## src/rtl/pci_bar_pkg.sv

```systemverilog
package pci_bar_pkg;

    localparam int NUM_BAR   = 3;
    localparam int DW        = 32;
    localparam int ATTR_W    = 4;
    localparam int IDX_W     = 6;
    localparam int FIRST_IDX = 4;
    localparam int BE_W      = DW / 8;
    localparam int BAR_IW    = (NUM_BAR > 1) ? $clog2(NUM_BAR) : 1;

    typedef logic [DW-1:ATTR_W] base_t;

    typedef struct packed {
        base_t mask;
        logic  pref;
    } win_attr_t;

    typedef struct packed {
        logic              hit;
        logic [BAR_IW-1:0] idx;
        logic [DW-1:0]     off;
    } dec_res_t;

    function automatic int rst_size_log2(input int slot);
        return (slot == 2) ? 23 : 27;
    endfunction

    function automatic logic rst_pref(input int slot);
        return (slot != 2);
    endfunction

    function automatic base_t log2_to_mask(input int lg);
        base_t m;
        for (int b = ATTR_W; b < DW; b++) begin
            m[b] = (b >= lg);
        end
        return m;
    endfunction

    function automatic logic [DW-1:0] be_to_bits(input logic [BE_W-1:0] be);
        logic [DW-1:0] bits;
        for (int k = 0; k < BE_W; k++) begin
            bits[k*8 +: 8] = {8{be[k]}};
        end
        return bits;
    endfunction

endpackage

```

## src/rtl/pci_bar_slot.sv

```systemverilog
module pci_bar_slot
    import pci_bar_pkg::*;
#(
    parameter int SLOT = 0
) (
    input  logic            clk,
    input  logic            rst,
    input  logic            cfg_wr,
    input  logic [BE_W-1:0] cfg_be,
    input  logic [DW-1:0]   cfg_wdata,
    input  logic            size_wr,
    input  logic [DW-1:0]   size_wdata,
    input  logic [DW-1:0]   addr,
    output logic [DW-1:0]   rd_val,
    output logic            match,
    output base_t           win_mask
);

    localparam base_t RST_MASK = log2_to_mask(rst_size_log2(SLOT));
    localparam logic  RST_PREF = rst_pref(SLOT);

    win_attr_t     attr_q;
    base_t         base_q;
    base_t         wr_mask;
    base_t         base_cfg;
    base_t         base_d;
    logic          enabled;
    logic [DW-1:0] be_bits;
    logic          unused_low;

    assign be_bits    = be_to_bits(cfg_be);
    assign unused_low = ^{be_bits[ATTR_W-1:0], cfg_wdata[ATTR_W-1:0], size_wdata[ATTR_W-2:0]};

    assign wr_mask = attr_q.mask & be_bits[DW-1:ATTR_W];

    always_comb begin
        base_cfg = base_q;
        if (cfg_wr) begin
            base_cfg = (base_q & ~wr_mask) | (cfg_wdata[DW-1:ATTR_W] & wr_mask);
        end
        base_d = base_cfg;
        if (size_wr) begin
            base_d = base_cfg & size_wdata[DW-1:ATTR_W];
        end
    end

    always_ff @(posedge clk) begin
        if (rst) begin
            attr_q.mask <= RST_MASK;
            attr_q.pref <= RST_PREF;
            base_q      <= '0;
        end else begin
            base_q <= base_d;
            if (size_wr) begin
                attr_q.mask <= size_wdata[DW-1:ATTR_W];
                attr_q.pref <= size_wdata[ATTR_W-1];
            end
        end
    end

    assign enabled  = |attr_q.mask;
    assign win_mask = attr_q.mask;
    assign rd_val   = enabled ? {base_q & attr_q.mask, attr_q.pref, {(ATTR_W-1){1'b0}}} : '0;
    assign match    = enabled && (((addr[DW-1:ATTR_W] ^ base_q) & attr_q.mask) == '0);

endmodule

```

## src/rtl/pci_bar_prio_sel.sv

```systemverilog
module pci_bar_prio_sel
    import pci_bar_pkg::*;
(
    input  logic [NUM_BAR-1:0]             match,
    input  logic [NUM_BAR-1:0][DW-1:ATTR_W] masks,
    input  logic [DW-1:0]                  addr,
    output dec_res_t                       res
);

    base_t sel_mask;

    always_comb begin
        res      = '0;
        sel_mask = '0;
        for (int i = NUM_BAR - 1; i >= 0; i--) begin
            if (match[i]) begin
                res.hit  = 1'b1;
                res.idx  = BAR_IW'(i);
                sel_mask = masks[i];
            end
        end
        if (res.hit) begin
            res.off = addr & ~{sel_mask, {ATTR_W{1'b0}}};
        end
    end

endmodule

```

## src/rtl/pci_bar_window.sv

```systemverilog
module pci_bar_window
    import pci_bar_pkg::*;
(
    input  logic                clk,
    input  logic                rst,
    input  logic                cfg_we,
    input  logic [IDX_W-1:0]    cfg_idx,
    input  logic [BE_W-1:0]     cfg_be,
    input  logic [DW-1:0]       cfg_wdata,
    output logic [DW-1:0]       cfg_rdata,
    input  logic [NUM_BAR-1:0]  size_we,
    input  logic [DW-1:0]       size_wdata,
    input  logic                dec_req,
    input  logic [DW-1:0]       dec_addr,
    output logic                dec_hit,
    output logic [BAR_IW-1:0]   dec_bar,
    output logic [DW-1:0]       dec_off
);

    logic [NUM_BAR-1:0]              slot_match;
    logic [NUM_BAR-1:0][DW-1:ATTR_W] slot_mask;
    logic [NUM_BAR-1:0][DW-1:0]      slot_rd;
    logic [NUM_BAR-1:0]              slot_sel;
    dec_res_t                        sel_res;
    dec_res_t                        res_q;

    for (genvar g = 0; g < NUM_BAR; g++) begin : g_slot
        assign slot_sel[g] = (cfg_idx == IDX_W'(FIRST_IDX + g));

        pci_bar_slot #(.SLOT(g)) slot_i (
            .clk        (clk),
            .rst        (rst),
            .cfg_wr     (cfg_we && slot_sel[g]),
            .cfg_be     (cfg_be),
            .cfg_wdata  (cfg_wdata),
            .size_wr    (size_we[g]),
            .size_wdata (size_wdata),
            .addr       (dec_addr),
            .rd_val     (slot_rd[g]),
            .match      (slot_match[g]),
            .win_mask   (slot_mask[g])
        );
    end

    always_comb begin
        cfg_rdata = '0;
        for (int i = 0; i < NUM_BAR; i++) begin
            if (slot_sel[i]) begin
                cfg_rdata = slot_rd[i];
            end
        end
    end

    pci_bar_prio_sel prio_i (
        .match (slot_match),
        .masks (slot_mask),
        .addr  (dec_addr),
        .res   (sel_res)
    );

    always_ff @(posedge clk) begin
        if (rst) begin
            res_q <= '0;
        end else if (dec_req) begin
            res_q <= sel_res;
        end else begin
            res_q <= '0;
        end
    end

    assign dec_hit = res_q.hit;
    assign dec_bar = res_q.idx;
    assign dec_off = res_q.off;

endmodule

```

## config.mk

```make
export PLATFORM = sky130hd
export DESIGN_NAME = pci_bar_window
export DESIGN_NICKNAME = d
export VERILOG_FILES = /design/src/rtl/pci_bar_pkg.sv /design/src/rtl/pci_bar_slot.sv /design/src/rtl/pci_bar_prio_sel.sv /design/src/rtl/pci_bar_window.sv
export SDC_FILE = /design/constraint.sdc
export NUM_CORES = 1
export LEC_CHECK = 0
export ABC_AREA = 1
export CAP_MARGIN = 20
export CORE_MARGIN = 1.5
export CORE_UTILIZATION = 64
export CTS_BUF_LIST = sky130_fd_sc_hd__clkbuf_16
export DETAILED_ROUTE_END_ITERATION = 8
export DONT_BUFFER_PORTS = 1
export HOLD_SLACK_MARGIN = 0.02
export PLACE_DENSITY = 0.8
export SLEW_MARGIN = 0
export SYNTH_ARGS = -nofsm -noshare
export SYNTH_HDL_FRONTEND = slang
export SYNTH_SLANG_ARGS = --single-unit
```

## constraint.sdc

```tcl
create_clock -name clk -period 2.2 [get_ports clk]
set_input_delay 0.11 -clock clk [delete_from_list [all_inputs] [get_ports clk]]
set_output_delay 0.11 -clock clk [all_outputs]
set_load 0.01 [all_outputs]
```

==> results.md <==
* Most common cell after layout, fill and taps aside: nand2_1
* Clock Skew at 24.2 ps
* Minimum clock period at 2190 ps
* Peak fanout along the critical path at 6
* Most frequent cells in the layout: nand2_1, nor2_1, nand3_1
* Yosys warnings at 0
* Switching Fraction at between 20% and 30%
* I/O Buffers at 0
* Total global-route track usage at around 47%
* Core ar. at around 17000 sq um
* Top post-synthesis cells by area: dfxtp_1, nand2_1, nor2_1
* First-pass GRT wire length at 66800 um
* TritonCTS buffer count at 23
* Fin crit share at around 100%
* Yosys reg bits at between 200 and 250
* Crit end category: register
* Die Width at 137 um
* Final setup fails at 0
* Failing checks: DRC
* Via Count at 13900
* Gate count of the mapped netlist at about 1800
* Main synth FF type: dfxtp_1
* Worst Tran Pin Value at 939 ps
* Worst EP required at around 2600 ps
* Gpl congestion at 1.06
* Post-synth top area cell: dfxtp_1
* Clk slew on worst S/H paths at 60 ps
* Initial DRC count at 1958
* Startpoint types: input port
* Hold Slack at 21.3 ps
* Worst min path class: input port to register
* RSZ-0062 raised after global routing: true
* CTS tree: yes
* Clk_lat worst skew at 530 ps
* Routed WL at 44700 um
* Pint at between 6 and 7 mW
* Outcome: complete, but fails checks
* Area grow syn2layout at 20.7%
* Max clock buf depth at 3
* Final Hold Fails at 0
* Mapped Area at about 11000 sq um
* Worst path arrival time at between 2000 and 3000 ps
* Ports at 180
* Initial antenna violation count at 2
* Clock sink count at 206
* Largest net degree at the start of global routing at 94
* Critical path type: input port to register
* Area share of the leading cell type in the synthesized netlist at between 30% and 40%
* Post-DP HPWL at 29000 um
* Final Max Slew Viols at 0
* Max_slew headroom at ~37%
* Cell Pwr Density at 634 nW/um^2
* Clk pwr share at 40.9%
* Combinational power share at 13.6%
* GR Overflow Total at 0
* Design area at 13800 sq um
* Vias in the first global route at approximately 13000
* NetSw at 2.50 mW
* Initial Utilization at 65.8%
* Fin nets at 2070
* Drt via density at 6.32
* Register share of total power at 45.5%
* Die Area at 18700 sq um
* Netlist cell types at 37
* Sequential share of the synthesized area at 36.0%
* Dpl cell area at 11900 sq um
* Postcts setup bufs at 0
* Async SR Flop Fraction at 0%
* # DRC at 1
* Achievable Freq at 456 MHz
* Syn Area/Cell at 6.29 sq um
* Max Cap Viol at 0
* Tot Pwr at 8.77 mW
* Share of cells above drive strength 1 at 6.84%
* H-tree Lvls at 1
* CTS root buf: clkbuf_16
* VDD IR max at 0.726 mV
* EDFF count, synth at 0
* Routed length per instance at 20.3 um
* Leak at ~6 nW
* Row count at 48
* DRT Pass-1 Iters at 9
* Post-DRT Antenna Nets at 0
* Chip height at 137 um
[power groups by stage]
stage / registers, mW / logic [mW] / clock network, mW
final: 4.00 / 1.19 / 3.58
after global routing: 4.01 / 1.27 / 3.70
after CTS: 3.99 / 1.12 / 3.56
after detailed placement: 4.07 / 0.885 / 0
after global placement: 4.06 / 0.870 / 0
after floorplan: 4.03 / 0.651 / 0
[cell usage after synthesis, types with 31 or more instances]
library cell and number:
nand2_1 414, nor2_1 313, nand3_1 221, inv_1 207, dfxtp_1 206, o21ai_0 89, a21oi_1 68, clkbuf_1 50
a211oi_1 37, nor3_1 33, a31oi_1 31
[worst max-delay path: stages]
cell and delay (ps):
dlygate4sd3_1 620, inv_1 90, nor2_4 240, buf_12 180, nand3_1 90, nor2_1 100, dlygate4sd3_1 550, a211oi_1 40
dlygate4sd3_1 560
[routing by layer]
| metal | routed length (um) | share of wire, % | GRT usage [%] | up-vias |
|---|---|---|---|---|
| li1 | - | - | - | 6274 |
| met3 | 7090 | 16 | 12.0 | 232 |
| met1 | 15600 | 35 | 59.1 | 6223 |
| met5 | 0 | 0 | 0 | - |
| met4 | 2680 | 6.0 | 26.0 | 0 |
| met2 | 19300 | 43 | 71.9 | 1183 |
[layout make-up]
cell class              count  area [sq um]
multi-input cells        1331          6210
flip-flops and latches    206          4120
fillers                  1295          3580
repair buffers            180          1720
inverters                 215           812
clock buffers              23           576
well taps                 225           282
clock inverters            18           106
diodes                      4          10.0
[final timing paths]
path	start	to	slack, ps	cells after the start
setup / recovery	cfg_we	g_slot[2].slot_i.base_q[24]	5	9
hold / removal	size_we[2]	g_slot[2].slot_i.win_mask[13]	20	2
setup reg to reg	g_slot[1].slot_i.win_mask[2]	dec_off[25]	140	11
hold reg to reg	g_slot[1].slot_i.base_q[21]	g_slot[1].slot_i.base_q[21]	480	2
[what timing repair did]
action | in CTS | in global routing
hold endpoints to repair | 205 | 0
hold buffers | 113 | 0
setup endpoints to repair | 2 | 28
resized for setup | 1 | 11
[kinds of logic (layout without fill, tap and decap cells)]
| kind of cell | Yosys count | count (layout) | share of synthesized area, % |
|---|---|---|---|
| other cells | 1 | 7 | 0.0327 |
| simple gates | 1054 | 1054 | 39.3 |
| flops | 206 | 206 | 36.0 |
| compound gates | 274 | 274 | 14.4 |
| buf+inv | 286 | 436 | 10.2 |
[through the flow]
step / TNS, ps / instances / utilization, % / setup slack [ps]
floorplan: 0 / 1823 / - / 622
global placement: 0 / 2043 / 68.5 / 261
detailed placement: 0 / 2043 / 68.5 / 241
CTS: 0 / 2197 / 79.0 / 18.0
global route: -68.0 / 2199 / 79.4 / -68.0
finish: 0 / 2202 / 79.4 / 5.42
[registers in the layout (all words and copies together) (netlist names)]
signal                  count
g_slot.slot_i.attr_q        3
dec_bar                     2
dec_hit                     1
g_slot.slot_i.base_q       84
dec_off                    32
g_slot.slot_i.win_mask     84
(Power assumes the default switching activity.)
